`src/rtl/ext_irq_pkg.sv`:
```
package ext_irq_pkg;
  localparam int REG_W = 8;

  typedef enum logic [1:0] {
    SENSE_LOW  = 2'b00,
    SENSE_ANY  = 2'b01,
    SENSE_FALL = 2'b10,
    SENSE_RISE = 2'b11
  } sense_e;

  localparam logic [1:0] ADDR_CTRL  = 2'd0;
  localparam logic [1:0] ADDR_MASK0 = 2'd1;
  localparam logic [1:0] ADDR_MASK1 = 2'd2;
  localparam logic [1:0] ADDR_FLAGS = 2'd3;
endpackage

```
`src/rtl/ext_irq_sync.sv`:
```
module ext_irq_sync #(
  parameter int W      = 13,
  parameter int STAGES = 2
) (
  input  logic         clk_i,
  input  logic         rst_ni,
  input  logic [W-1:0] d_i,
  output logic [W-1:0] q_o
);
  logic [W-1:0] stg_q [STAGES];

  for (genvar s = 0; s < STAGES; s++) begin : g_stage
    if (s == 0) begin : g_first
      always_ff @(posedge clk_i or negedge rst_ni)
        if (!rst_ni) stg_q[s] <= '0;
        else         stg_q[s] <= d_i;
    end else begin : g_next
      always_ff @(posedge clk_i or negedge rst_ni)
        if (!rst_ni) stg_q[s] <= '0;
        else         stg_q[s] <= stg_q[s-1];
    end
  end

  assign q_o = stg_q[STAGES-1];
endmodule

```
`src/rtl/ext_irq_pin_sense.sv`:
```
module ext_irq_pin_sense
  import ext_irq_pkg::*;
(
  input  logic   clk_i,
  input  logic   rst_ni,
  input  logic   pin_sync_i,
  input  logic   ioclk_en_i,
  input  sense_e sense_i,
  input  logic   reload_i,
  input  logic   en_i,
  input  logic   clr_i,
  output logic   flag_o,
  output logic   irq_o
);
  logic prev_q, flag_q, hit, rise, fall, set;

  assign rise = pin_sync_i & ~prev_q;
  assign fall = ~pin_sync_i & prev_q;

  always_comb begin
    unique case (sense_i)
      SENSE_ANY:  hit = rise | fall;
      SENSE_FALL: hit = fall;
      SENSE_RISE: hit = rise;
      default:    hit = 1'b0;
    endcase
  end

  // edge sensing needs the I/O clock
  assign set = hit & ioclk_en_i & ~reload_i;

  always_ff @(posedge clk_i or negedge rst_ni) begin
    if (!rst_ni) begin
      prev_q <= 1'b0;
      flag_q <= 1'b0;
    end else begin
      prev_q <= pin_sync_i;
      flag_q <= set | (flag_q & ~clr_i);
    end
  end

  assign flag_o = flag_q;
  assign irq_o  = en_i & ((sense_i == SENSE_LOW) ? ~pin_sync_i : flag_q);


  ext_ioclk_chk: assert property (@(posedge clk_i) disable iff (!rst_ni)
    (!ioclk_en_i && !clr_i) |=> $stable(flag_q));


  ext_level_chk: assert property (@(posedge clk_i) disable iff (!rst_ni)
    (sense_i == SENSE_LOW) |=> !$rose(flag_q));
endmodule

```
`src/rtl/ext_irq_pc_group.sv`:
```
module ext_irq_pc_group #(
  parameter int W = 8
) (
  input  logic         clk_i,
  input  logic         rst_ni,
  input  logic [W-1:0] pins_sync_i,
  input  logic [W-1:0] mask_i,
  input  logic         reload_i,
  input  logic         en_i,
  input  logic         clr_i,
  output logic [W-1:0] prev_o,
  output logic         flag_o,
  output logic         irq_o
);
  logic [W-1:0] prev_q;
  logic         flag_q, set;

  assign set = (|((pins_sync_i ^ prev_q) & mask_i)) & ~reload_i;

  always_ff @(posedge clk_i or negedge rst_ni) begin
    if (!rst_ni) begin
      prev_q <= '0;
      flag_q <= 1'b0;
    end else begin
      prev_q <= pins_sync_i;
      flag_q <= set | (flag_q & ~clr_i);
    end
  end

  assign prev_o = prev_q;
  assign flag_o = flag_q;
  assign irq_o  = flag_q & en_i;


  pc_set_chk: assert property (@(posedge clk_i) disable iff (!rst_ni)
    ((|((pins_sync_i ^ prev_q) & mask_i)) && !reload_i) |=> flag_q);


  pc_clr_chk: assert property (@(posedge clk_i) disable iff (!rst_ni)
    (clr_i && (reload_i || (((pins_sync_i ^ prev_q) & mask_i) == '0))) |=> !flag_q);


  pc_irq_en_chk: assert property (@(posedge clk_i) disable iff (!rst_ni)
    !en_i |-> !irq_o);
endmodule

```
`src/rtl/ext_irq_unit.sv`:
```
module ext_irq_unit
  import ext_irq_pkg::*;
#(
  parameter int G0_W        = 8,
  parameter int G1_W        = 4,
  parameter int SYNC_STAGES = 2
) (
  input  logic                 clk_i,
  input  logic                 rst_ni,
  input  logic                 ioclk_en_i,
  input  logic                 ext_pin_i,
  input  logic [G0_W+G1_W-1:0] pins_i,
  input  logic                 reg_we_i,
  input  logic [1:0]           reg_addr_i,
  input  logic [REG_W-1:0]     reg_wdata_i,
  output logic [REG_W-1:0]     reg_rdata_o,
  output logic                 irq_ext_o,
  output logic                 irq_pc0_o,
  output logic                 irq_pc1_o,
  output logic                 wake_o
);
  localparam int NP = G0_W + G1_W;
  localparam int SW = NP + 1;

  logic [SW-1:0]   sync_q;
  sense_e          sense_q;
  logic [2:0]      en_q;
  logic [G0_W-1:0] mask0_q, prev0;
  logic [G1_W-1:0] mask1_q, prev1;
  logic            rl_ext_q, rl0_q, rl1_q;
  logic            wr_ctrl, wr_mask0, wr_mask1, wr_flags;
  logic [2:0]      clr, flags;

  ext_irq_sync #(.W(SW), .STAGES(SYNC_STAGES)) u_sync (
    .clk_i, .rst_ni, .d_i({ext_pin_i, pins_i}), .q_o(sync_q)
  );

  assign wr_ctrl  = reg_we_i && (reg_addr_i == ADDR_CTRL);
  assign wr_mask0 = reg_we_i && (reg_addr_i == ADDR_MASK0);
  assign wr_mask1 = reg_we_i && (reg_addr_i == ADDR_MASK1);
  assign wr_flags = reg_we_i && (reg_addr_i == ADDR_FLAGS);
  assign clr      = wr_flags ? reg_wdata_i[2:0] : 3'b000;

  always_ff @(posedge clk_i or negedge rst_ni) begin
    if (!rst_ni) begin
      sense_q  <= SENSE_LOW;
      en_q     <= '0;
      mask0_q  <= '0;
      mask1_q  <= '0;
      rl_ext_q <= 1'b0;
      rl0_q    <= 1'b0;
      rl1_q    <= 1'b0;
    end else begin
      if (wr_ctrl) begin
        sense_q <= sense_e'(reg_wdata_i[1:0]);
        en_q    <= reg_wdata_i[4:2];
      end
      if (wr_mask0) mask0_q <= reg_wdata_i[G0_W-1:0];
      if (wr_mask1) mask1_q <= reg_wdata_i[G1_W-1:0];
      // block detection for one cycle after a reconfiguration
      rl_ext_q <= wr_ctrl && (reg_wdata_i[1:0] != sense_q);
      rl0_q    <= wr_mask0;
      rl1_q    <= wr_mask1;
    end
  end

  ext_irq_pin_sense u_ext (
    .clk_i, .rst_ni,
    .pin_sync_i (sync_q[NP]),
    .ioclk_en_i,
    .sense_i    (sense_q),
    .reload_i   (rl_ext_q),
    .en_i       (en_q[0]),
    .clr_i      (clr[0]),
    .flag_o     (flags[0]),
    .irq_o      (irq_ext_o)
  );

  ext_irq_pc_group #(.W(G0_W)) u_pc0 (
    .clk_i, .rst_ni,
    .pins_sync_i (sync_q[G0_W-1:0]),
    .mask_i      (mask0_q),
    .reload_i    (rl0_q),
    .en_i        (en_q[1]),
    .clr_i       (clr[1]),
    .prev_o      (prev0),
    .flag_o      (flags[1]),
    .irq_o       (irq_pc0_o)
  );

  ext_irq_pc_group #(.W(G1_W)) u_pc1 (
    .clk_i, .rst_ni,
    .pins_sync_i (sync_q[NP-1:G0_W]),
    .mask_i      (mask1_q),
    .reload_i    (rl1_q),
    .en_i        (en_q[2]),
    .clr_i       (clr[2]),
    .prev_o      (prev1),
    .flag_o      (flags[2]),
    .irq_o       (irq_pc1_o)
  );

  // raw-pin wake path, no clock needed
  assign wake_o = (en_q[0] & (sense_q == SENSE_LOW) & ~ext_pin_i)
                | (en_q[1] & (|((pins_i[G0_W-1:0] ^ prev0) & mask0_q)))
                | (en_q[2] & (|((pins_i[NP-1:G0_W] ^ prev1) & mask1_q)));

  always_comb begin
    reg_rdata_o = '0;
    unique case (reg_addr_i)
      ADDR_CTRL:  reg_rdata_o[4:0]      = {en_q, sense_q};
      ADDR_MASK0: reg_rdata_o[G0_W-1:0] = mask0_q;
      ADDR_MASK1: reg_rdata_o[G1_W-1:0] = mask1_q;
      default:    reg_rdata_o[2:0]      = flags;
    endcase
  end


  wake_level_chk: assert property (@(posedge clk_i) disable iff (!rst_ni)
    (en_q[0] && sense_q == SENSE_LOW && !ext_pin_i) |-> wake_o);
endmodule

```
`config.mk`:
```
export PLATFORM = sky130hd
export DESIGN_NAME = ext_irq_unit
export DESIGN_NICKNAME = d
export VERILOG_FILES = /design/src/rtl/ext_irq_pkg.sv /design/src/rtl/ext_irq_sync.sv /design/src/rtl/ext_irq_pin_sense.sv /design/src/rtl/ext_irq_pc_group.sv /design/src/rtl/ext_irq_unit.sv
export SDC_FILE = /design/constraint.sdc
export NUM_CORES = 1
export LEC_CHECK = 0
export BUFFER_PORTS_ARGS = -buffer_cell sky130_fd_sc_hd__buf_2
export CAP_MARGIN = 20
export CORE_MARGIN = 1.5
export CORE_UTILIZATION = 55
export CTS_BUF_LIST = sky130_fd_sc_hd__clkbuf_16
export CTS_CLUSTER_SIZE = 28
export DETAILED_ROUTE_END_ITERATION = 8
export PLACE_DENSITY = 0.78
export SKIP_LAST_GASP = 1
export SLEW_MARGIN = 20
export SYNTH_ARGS = -nofsm -noshare
export SYNTH_HDL_FRONTEND = slang
export SYNTH_SLANG_ARGS = --single-unit
```
`constraint.sdc`:
```
create_clock -name clk_i -period 2.07 [get_ports clk_i]
set_input_delay 0.414 -clock clk_i [delete_from_list [all_inputs] [get_ports clk_i]]
set_output_delay 0.414 -clock clk_i [all_outputs]
set_load 0.03 [all_outputs]
```
==> summary.txt, run 1 <==
Outcome
  • Status: finished, violations left
  • Failing checks: negative setup slack

Floorplan
  • # IOs: 39
  • Row count: 24
  • Die Y: 70.0 µm
  • Core area: 0.00432 mm²
  • Chip width: 70.0 µm
  • Die area: 0.00489 mm²
  • Starting density of the core: 57.0%

Routing
  • Total number of vias: 1526
  • Number of vias per cell: 5.67
  • DRT Pass-1 Iters: 4
  • DRT Wirelength: 4820 µm
  • DRC viols: 0
  • Antenna viol nets, final: 0
  • Routed WL per cell: 17.9 µm
  • Starting DRT DRC Count: 84

Synth
  • Predominant post-synthesis flop cell: dfrtp_1
  • Sequential share of the synthesized area: 62.9%
  • Unique masters post-synth: 34
  • Cells after synthesis: 166
  • EDFF count, synth: 0
  • Async S/R FF share, synth: 100%
  • Yosys reg bits: 62
  • Synth warn: 0
  • Avg Cell Area, Syn: 14.9 µm²
  • Post-Syn Nets: 195
  • Post-Syn Area: 0.00247 mm²

Pwr
  • P_leak: 1.43 nW
  • Power per cell area: 1140 mW/mm²
  • Worst vdd ir: 0.684 mV

STA
  • Fin worst setup slack: -0.0923 ns
  • Period utilization: 104%
  • Worst slew margin: 63.3%
  • RSZ-0062 raised after global routing: true
  • Final Hold Fails: 0
  • Final min period: 2.16 ns
  • Clk_skew: 0.00552 ns
  • Worst hold margin: 0.0767 ns
  • Endpoints failing setup: 1
  • Highest Clock Rate: 0.462 GHz
  • Final slew viol count: 0
  • Setup tns final: -0.0923 ns
  • Worst-Margin Slew: 0.550 ns

CTS
  • Clk Latency, worst-skew pair: 0.33 ns
  • Clk sinks: 62
  • CTS buffer count: 9
  • TritonCTS clock tree: built
  • Clk slew on worst S/H paths: 0.05 ns
  • Hold_buf cts: 0
  • Clock buffer depth: 2
  • Htree depth: 3
  • Root Buffer: clkbuf_16
  • Post-CTS setup buffer count: 0

Final layout
  • Final nets: 242
  • Most common cell after layout, fill and taps aside: dfrtp_1
  • Fin cells: 269
  • Core Util, Final: 70.1%
  • Area grow syn2layout: 22.8%
  • Number of diodes: 0
  • Commonest cells after routing, fill and taps aside: dfrtp_1, buf_2, xor2_1
  • Share of cells above drive strength 1: 35.0%

Worst setup path
  • Slowest cell delay on critical path: 0.40 ns
  • WP data arrival: 1.75 ns
  • CP max FO: 2
  • Critical path class: flip-flop to primary output
  • CP Launch Type: flip-flop
  • CP Cell Sequence: xor2_1, a22oi_1, nand4_1, a221o_1, buf_4
  • Worst Path Required: 1.66 ns
  • Worst setup EP type: primary output
  • Slowest CP cell: dfrtp_1

Global route
  • First-pass GRT wire length: 8020 µm
  • GRT Util Overall: 22.2%
  • Grt total ovfl: 0
  • Pin count of the biggest net entering global routing: 40
  • Vias in the first global route: 1624
  • Antenna violations before repair: 0

Placement
  • Port bufs: 38
  • Placed Cells incl. Taps: 254
  • Post-detail-place hpwl: 3250 µm
  • Placer Congestion: 0.866

Flow run
  • MaxCap Viol Count: 0

Hold path
  • Worst min path class: input port to asynchronous set/reset pin
-- worst max-delay path, delay by kind of cell, from the launching register on --
kind / cells / cell delay, ns
AOI/OAI and AO/OA: 2 / 0.53
xor gates and xnor gates: 1 / 0.16
buffers and inverters: 1 / 0.17
DFF: 1 / 0.40
and+or+nand+nor: 1 / 0.16
-- layout make-up --
type                    count  area, µm²
repair buffers             39        213
fillers                   302       1290
flip-flops and latches     62       1550
clock buffers               9        225
inverters                   5       18.8
clock inverters             6       78.8
multi-input cells          96        877
well taps                  52       65.1
-- metrics by stage --
step | power (mW) | instance area, µm² | setup WS [ns]
2_1_floorplan | 1.75 | 2470 | 0.324
3_3_place_gp | 1.90 | 2720 | 0.0702
3_5_place_dp | 1.92 | 2720 | 0.0676
4_1_cts | 3.46 | 3020 | -0.118
5_1_grt | 3.57 | 3030 | -0.174
6_report | 3.44 | 3030 | -0.0923
-- Yosys cell counts (2+ instances only) --
cell	n	area share, %
a22oi_1	10	3.0
and2_1	2	0.51
and2_2	3	0.91
dfrtp_1	62	63
ha_1	2	1.0
inv_1	5	0.76
mux2_2	17	7.8
mux2i_1	2	0.81
mux4_1	3	3.2
nand2_1	7	1.1
nand2b_1	2	0.51
nand3b_1	2	0.61
nor2_1	2	0.30
o21ai_0	3	0.61
xnor2_1	2	0.71
xor2_1	24	8.5
-- state kept, by name, summed over array words and instances (netlist names), 2 cells and up --
signal        flops
en_q              3
mask0_q           8
mask1_q           4
sense_q           2
u_pc0.prev_o      8
u_pc1.prev_o      4
u_sync.q_o       13
u_sync.stg_q     13
-- metal layers --
metal	global-route usage (%)	wire, µm	up-vias
met5	0	0	-
met3	9.38	271	9
met2	35.1	2430	43
met1	26.9	2010	795
li1	-	-	679
met4	9.19	99	0
-- cells by family (layout without fill, tap and decap cells) --
| logic type | count (synthesis) | count (layout) | share of synthesized area (%) |
|---|---|---|---|
| compound gates | 21 | 21 | 6.55 |
| xor+xnor | 26 | 26 | 9.23 |
| fa+ha+maj | 2 | 2 | 1.01 |
| buf+inv | 8 | 59 | 1.72 |
| flops | 62 | 62 | 62.9 |
| mux | 22 | 22 | 11.8 |
| simple gates | 25 | 25 | 6.80 |
-- what timing repair did --
item | 4_1_cts | 5_1_grt
pin swaps | 2 | 3
endpoints found under the setup margin | 1 | 1
gates resized for setup | 1 | 1
hold endpoints to repair | 0 | 0
-- power breakdown --
part           internal [mW]  switching (mW)
registers               1.33           0.117
clock network           1.03           0.492
logic                  0.220           0.253
-- worst paths after layout --
path / slack [ns] / from / endpoint / cells past startpoint
max in group asynchronous: 1.42 / rst_ni / u_sync.stg_q[17] / 2
max reg2reg: 0.74 / u_sync.q_o[12] / u_ext.flag_o / 5
min reg2reg: 0.35 / u_sync.stg_q[17] / u_sync.q_o[4] / 0
max: -0.09 / u_pc0.prev_o[5] / wake_o / 5
min in group clk_i: 0.22 / ext_pin_i / u_sync.stg_q[25] / 1
min: 0.08 / rst_ni / mask1_q[1] / 1
Note: power is estimated with default switching activity, not from simulation.
==> run 2, diff against run 1 <==
PLACE_DENSITY = 0.77   (was 0.78)
SYNTH_HIERARCHICAL = 1   (was default)
==> run 2 against run 1 <==
The run ends with design-rule violations, negative setup slack left. Combinational power grew 3%. Sequential share of layout area stayed put. Area after synthesis rose by 5.1%. First-iteration DRC count is 14% higher. Synthesized cell count up 7.8%. Via count down 0.72%. Setup slack gained 0.060 ns. Clock skew fell by 0.00066 ns. Die area increased by 4.9%. Flip-flop and latch count stayed put. Largest cell class unchanged.
==> summary.txt, run 2 <==
Synth
  • Async S/R FF share, synth: 100% (unchanged)
  • Synth area leaders: dfrtp_1, xor2_1, mux2_2, buf_4, mux4_1 (was dfrtp_1, xor2_1, mux2_2, mux4_1, a22oi_1)
  • Biggest area consumer among synthesized cells: dfrtp_1 (unchanged)
  • Sequential share of the synthesized area: 59.8% (was 62.9%)
  • Post-Syn Nets: 208 (was 195)
  • Yosys reg bits: 62 (unchanged)
  • Synth warn: 6 (was 0)
  • Avg Cell Area, Syn: 14.5 µm² (was 14.9 µm²)
  • Synth top area share: 59.8% (was 62.9%)
  • Most frequent cells after synthesis: dfrtp_1, xor2_1, mux2_2 (unchanged)
  • EDFF count, synth: 0 (unchanged)
  • Post-Syn Area: 0.00259 mm² (was 0.00247 mm²)
  • Most frequent cell after synthesis: dfrtp_1 (unchanged)
  • Predominant post-synthesis flop cell: dfrtp_1 (unchanged)
  • Cells after synthesis: 179 (was 166)
  • Unique masters post-synth: 34 (unchanged)

Global route
  • Grt total ovfl: 0 (unchanged)
  • First-pass GRT wire length: 8220 µm (was 8020 µm)
  • Antenna violations before repair: 0 (unchanged)
  • Vias in the first global route: 1644 (was 1624)
  • GRT Util Overall: 22.0% (was 22.2%)
  • Pin count of the biggest net entering global routing: 41 (was 40)

STA
  • Final slew viol count: 0 (unchanged)
  • RSZ-0062 raised after global routing: true (unchanged)
  • Fin worst setup slack: -0.0321 ns (was -0.0923 ns)
  • Period utilization: 102% (was 104%)
  • Final min period: 2.10 ns (was 2.16 ns)
  • Endpoints failing setup: 1 (unchanged)
  • Worst slew margin: 65.4% (was 63.3%)
  • Clk_skew: 0.00486 ns (was 0.00552 ns)
  • Worst-Margin Slew: 0.520 ns (was 0.550 ns)
  • Final Hold Fails: 0 (unchanged)
  • Highest Clock Rate: 0.476 GHz (was 0.462 GHz)

Pwr
  • Total power: 3.17 mW (was 3.44 mW)
  • Worst vdd ir: 0.754 mV (was 0.684 mV)
  • Comb pwr share: 15.4% (was 13.7%)
  • Int Power: 2.33 mW (was 2.58 mW)
  • NetSw: 837 µW (was 861 µW)
  • P_leak: 1.46 nW (was 1.43 nW)
  • Sequential Power Share: 45.4% (was 42.0%)
  • Power per cell area: 1050 mW/mm² (was 1140 mW/mm²)
  • Net Sw Frac: 26.4% (was 25.0%)
  • Clock share of power: 39.2% (was 44.3%)

Final layout
  • Fin cells: 273 (was 269)
  • Most common cell after layout, fill and taps aside: dfrtp_1 (unchanged)
  • Post-Layout Inst Area: 0.00303 mm² (unchanged)
  • Core Util, Final: 68.2% (was 70.1%)
  • Area grow syn2layout: 16.8% (was 22.8%)
  • Number of diodes: 0 (unchanged)
  • Share of cells above drive strength 1: 35.7% (was 35.0%)
  • Final nets: 246 (was 242)
  • Commonest cells after routing, fill and taps aside: dfrtp_1, buf_2, xor2_1 (unchanged)
  • Fill cells: 322 (was 302)

Outcome
  • Status: finished, violations left (unchanged)
  • Failing checks: design-rule violations, negative setup slack (was negative setup slack)

Placement
  • Placed inst area: 0.00276 mm² (was 0.00272 mm²)
  • Post-detail-place hpwl: 3370 µm (was 3250 µm)
  • Port bufs: 38 (unchanged)
  • Placer Congestion: 0.784 (was 0.866)
  • Placed Cells incl. Taps: 256 (was 254)

CTS
  • Htree depth: 3 (unchanged)
  • Clk Latency, worst-skew pair: 0.32 ns (was 0.33 ns)
  • TritonCTS clock tree: built (unchanged)
  • CTS buffer count: 9 (unchanged)
  • Root Buffer: clkbuf_16 (unchanged)
  • Hold_buf cts: 0 (unchanged)
  • Clk sinks: 62 (unchanged)
  • Clock buffer depth: 2 (unchanged)
  • Clk slew on worst S/H paths: 0.05 ns (about the same)

Floorplan
  • Row count: 24 (unchanged)
  • # IOs: 39 (unchanged)
  • Core area: 0.00444 mm² (was 0.00432 mm²)
  • Die Y: 71.7 µm (was 70.0 µm)
  • Starting density of the core: 58.3% (was 57.0%)
  • Die area: 0.00513 mm² (was 0.00489 mm²)
  • Chip width: 71.7 µm (was 70.0 µm)

Worst setup path
  • Worst Path Required: 1.66 ns (about the same)
  • Worst setup EP type: primary output (unchanged)
  • CP max FO: 2 (unchanged)
  • Worst reg2reg path depth: 5 (unchanged)
  • Worst setup endpoint: wake_o (unchanged)
  • Crit. Startpoint: u_pc0/prev_o[5] (was u_pc0.prev_o[5])
  • Critical path class: flip-flop to primary output (unchanged)
  • Setup slack, reg-to-reg: 0.77 ns (was 0.74 ns)
  • WP data arrival: 1.69 ns (was 1.75 ns)
  • Reg2reg start: u_pc0/prev_o[6] (was u_sync.q_o[12])
  • CP Launch Type: flip-flop (unchanged)
  • Crit Reg-Reg Endpoint: u_pc0/flag_o (was u_ext.flag_o)

Hold path
  • Worst min path class: input port to asynchronous set/reset pin (unchanged)

Routing
  • DRT Pass-1 Iters: 8 (was 4)
  • Antenna viol nets, final: 0 (unchanged)
  • DRT Wirelength: 4880 µm (was 4820 µm)
  • Routed WL per cell: 17.9 µm (about the same)
  • Starting DRT DRC Count: 96 (was 84)
  • DRC viols: 2 (was 0)
  • Total number of vias: 1515 (was 1526)
  • Number of vias per cell: 5.55 (was 5.67)

Flow run
  • MaxCap Viol Count: 0 (unchanged)
==> run 2: cell types whose count changed in the layout (fill, tap and decap cells not counted), moves of 2 or more <==
cell       delta
and2_1        +4
bufinv_16     -2
clkinv_1      +2
inv_1         +4
buf_4         +2
nand2_1       -5
==> run 2: metal layers <==
metal	share of wire (%)	track usage, %
met1	44	28.6
met2	48	33.4
met3	7.4	8.86
met4	1.4	8.39
met5	0	0
==> run 2: how the worst min path moves through the flow <==
| stage | startpoint | to | slack [ns] | cells after the start |
|---|---|---|---|---|
| after global routing | rst_ni | mask1_q[3] | 0.09 | 1 |
| after global placement | u_sync/stg_q[21] | u_sync/q_o[8] | 0.33 | 0 |
| final | rst_ni | u_sync/stg_q[13] | 0.07 | 1 |
| after CTS | rst_ni | mask1_q[3] | 0.07 | 1 |
| after floorplan | rst_ni | en_q[0] | 0.12 | 0 |
| after detailed placement | u_sync/stg_q[13] | u_sync/q_o[0] | 0.34 | 0 |
==> run 2: cells by family after synthesis <==
group	Yosys count	synth area share, %
AO/OA/AOI/OAI	22	6.95
AND/OR/NAND/NOR	21	6.08
flip-flops	62	59.8
buffers and inverters	23	5.79
XOR/XNOR	26	8.78
adder cells (fa/ha/maj)	2	0.965
multiplexers	23	11.6
==> run 2: cell type report <==
type	count	area, µm²	share of cell area (%)
Tap cell	52	65.1	2.15
Sequential cell	62	1550	51.2
Multi-Input combinational cell	94	896	29.6
Inverter	8	30.0	0.991
Clock inverter	6	22.5	0.743
Timing Repair Buffer	42	239	7.89
Clock buffer	9	225	7.43
==> run 2: critical path: stages, from the launching register on <==
cell and delay (ns):
dfrtp_1 0.39, xor2_1 0.15, a22oi_1 0.21, nand4_1 0.13
a221o_1 0.35, buf_6 0.15
==> run 2: per-stage QoR <==
step	setup WS (ns)	hold slack, ns	setup TNS [ns]
after floorplan	0.123	0.118	0
after global placement	0.0816	0.335	0
after detailed placement	0.0754	0.336	0
after CTS	-0.0647	0.0713	-0.0647
after global routing	-0.132	0.0947	-0.132
final	-0.0321	0.0662	-0.0321
==> run 2: repair_timing <==
action / CTS / global route
buffers inserted: 2 / 0
pin swaps: 6 / 1
gates cloned: 0 / 0
resized for setup: 2 / 1
setup endpoints to repair: 1 / 1
==> run 2: power by group through the flow <==
stage	combinational (mW)	sequential [mW]	clock, mW
2_1_floorplan	0.355	1.41	0
3_3_place_gp	0.462	1.45	0
3_5_place_dp	0.475	1.45	0
4_1_cts	0.490	1.44	1.28
5_1_grt	0.527	1.46	1.33
6_report	0.488	1.44	1.24
==> run 3, diff against run 2 <==
CORE_ASPECT_RATIO = 1.75   (was default)
==> run 3 against run 2 <==
The run ends with negative setup slack left. Clock skew down 0.00051 ns. Final cell count stayed put. First-iteration DRC count shrank 74%. Worst hold slack improved by 0.015 ns. Highest routed layer unchanged. Utilization grew 1.6 points. Largest power group is now the clock network. Routed wire length grew 0.41%. Design area rose by 3.2%.
==> summary.txt, run 3 (synthesized netlist as in run 2, its figures left out) <==
Routing
  • Total number of vias: 1492 (was 1515)
  • Routed WL per cell: 18.0 µm (was 17.9 µm)
  • DRT Wirelength: 4900 µm (was 4880 µm)
  • Antenna viol nets, final: 0 (unchanged)
  • Number of vias per cell: 5.47 (was 5.55)
  • Met3 wire length: 248 µm (was 359 µm)
  • DRC viols: 0 (was 2)
  • Max layer used: met4 (unchanged)
  • Wl on met1: 1740 µm (was 2130 µm)
  • Starting DRT DRC Count: 25 (was 96)
  • DRT Pass-1 Iters: 6 (was 8)
  • Met2 wire len: 2730 µm (was 2320 µm)

Floorplan
  • Row count: 32 (was 24)
  • Starting density of the core: 57.8% (was 58.3%)
  • Die area: 0.00515 mm² (was 0.00513 mm²)
  • Die Y: 93.8 µm (was 71.7 µm)
  • # IOs: 39 (unchanged)
  • Core area: 0.00448 mm² (was 0.00444 mm²)
  • Chip width: 54.9 µm (was 71.7 µm)

Pwr
  • Int Power: 2.73 mW (was 2.33 mW)
  • Total power: 3.64 mW (was 3.17 mW)
  • Power per cell area: 1160 mW/mm² (was 1050 mW/mm²)
  • Net Sw Frac: 24.8% (was 26.4%)
  • Worst vdd ir: 1.14 mV (was 0.754 mV)
  • Comb pwr share: 13.4% (was 15.4%)
  • NetSw: 904 µW (was 837 µW)
  • P_leak: 1.49 nW (was 1.46 nW)
  • Clock share of power: 47.0% (was 39.2%)
  • Sequential Power Share: 39.6% (was 45.4%)

Worst setup path
  • Setup slack, reg-to-reg: 0.75 ns (was 0.77 ns)
  • WP data arrival: 1.72 ns (was 1.69 ns)
  • Worst Path Required: 1.66 ns (about the same)
  • CP max FO: 2 (unchanged)
  • Worst setup EP type: primary output (unchanged)
  • CP Launch Type: flip-flop (unchanged)
  • Worst reg2reg path depth: 5 (unchanged)
  • Critical path class: flip-flop to primary output (unchanged)

CTS
  • Root Buffer: clkbuf_16 (unchanged)
  • Clk slew on worst S/H paths: 0.05 ns (about the same)
  • CTS buffer count: 9 (unchanged)
  • Clk Latency, worst-skew pair: 0.33 ns (was 0.32 ns)
  • Htree depth: 3 (unchanged)
  • Clk sinks: 62 (unchanged)
  • Clock buffer depth: 2 (unchanged)
  • TritonCTS clock tree: built (unchanged)

STA
  • RSZ-0062 raised after global routing: true (unchanged)
  • Final Hold Fails: 0 (unchanged)
  • Fin worst setup slack: -0.0686 ns (was -0.0321 ns)
  • Final slew viol count: 0 (unchanged)
  • Final min period: 2.14 ns (was 2.10 ns)
  • Worst-Margin Slew: 0.430 ns (was 0.520 ns)
  • Endpoints failing setup: 1 (unchanged)
  • Period utilization: 103% (was 102%)
  • Worst hold margin: 0.0816 ns (was 0.0662 ns)
  • Clk_skew: 0.00435 ns (was 0.00486 ns)
  • Highest Clock Rate: 0.468 GHz (was 0.476 GHz)
  • Worst slew margin: 70.9% (was 65.4%)

Final layout
  • Share of cells above drive strength 1: 38.7% (was 35.7%)
  • Area grow syn2layout: 20.6% (was 16.8%)
  • Core Util, Final: 69.7% (was 68.2%)
  • Commonest cells after routing, fill and taps aside: dfrtp_1, buf_2, xor2_1 (unchanged)
  • Most common cell after layout, fill and taps aside: dfrtp_1 (unchanged)
  • Number of diodes: 0 (unchanged)
  • Fin cells: 273 (unchanged)
  • Final nets: 246 (unchanged)

Placement
  • Port bufs: 38 (unchanged)
  • Placed Cells incl. Taps: 255 (was 256)
  • Post-detail-place hpwl: 3450 µm (was 3370 µm)
  • Placer Congestion: 0.800 (was 0.784)
  • Dpl ws: 0.0563 ns (was 0.0754 ns)

Global route
  • Vias in the first global route: 1716 (was 1644)
  • GRT Util Overall: 22.6% (was 22.0%)
  • Pin count of the biggest net entering global routing: 63 (was 41)
  • First-pass GRT wire length: 7870 µm (was 8220 µm)
  • Grt total ovfl: 0 (unchanged)
  • Antenna violations before repair: 0 (unchanged)

Outcome
  • Status: finished, violations left (unchanged)
  • Failing checks: negative setup slack (was design-rule violations, negative setup slack)

Hold path
  • Worst min path class: input port to asynchronous set/reset pin (unchanged)

Flow run
  • MaxCap Viol Count: 0 (unchanged)
[run 3: final timing paths]
kind	from	to
worst max-delay path	u_pc0/prev_o[3]	wake_o
worst min-delay path	rst_ni	u_sync/q_o[12]
worst max register to register	u_sync/q_o[12]	u_ext/flag_o
worst min register to register	u_sync/stg_q[15]	u_sync/q_o[2]
max in group asynchronous	rst_ni	u_pc0/prev_o[4]
min in group clk_i	ext_pin_i	u_sync/stg_q[25]
[run 3: routing by layer]
| layer | vias to the layer above | GRT usage (%) |
|---|---|---|
| li1 | 687 | - |
| met1 | 741 | 23.0 |
| met5 | - | 0 |
| met2 | 48 | 37.2 |
| met3 | 16 | 8.28 |
| met4 | 0 | 14.0 |
[run 3: worst max-delay path, stage by stage, from the launching register on]
cell,delay (ns)
dfrtp_1,0.39
xor2_1,0.16
a22oi_2,0.21
nand4_1,0.14
a221o_1,0.35
buf_6,0.14
[run 3: power groups by stage]
stage | registers [mW] | clock network, mW | logic, mW
2_1_floorplan | 1.41 | 0 | 0.355
3_3_place_gp | 1.45 | 0 | 0.458
3_5_place_dp | 1.46 | 0 | 0.472
4_1_cts | 1.44 | 1.74 | 0.493
5_1_grt | 1.46 | 1.80 | 0.532
6_report | 1.44 | 1.71 | 0.487
[run 3: repair_timing]
| action | 4_1_cts | 5_1_grt |
|---|---|---|
| hold buffers | 0 | 0 |
| setup endpoints to repair | 1 | 1 |
| resized for setup | 3 | 0 |
| hold endpoints to repair | 0 | 0 |
| pin swaps | 8 | 0 |
| buffers inserted | 2 | 0 |
[run 3: final cells by class]
type | instances | area [µm²]
clock buffer | 9 | 225
inverter | 8 | 30.0
tap | 51 | 63.8
multi-input combinational | 94 | 896
clock inverter | 7 | 121
fill | 317 | 1360
sequential | 62 | 1550
timing repair buffer | 42 | 239
[run 3: metrics by stage]
stage,area (µm²),setup TNS [ns]
floorplan,2590,0
global route,3130,-0.155
finish,3130,-0.0686
global placement,2750,0
detailed placement,2750,0
CTS,3130,-0.0788
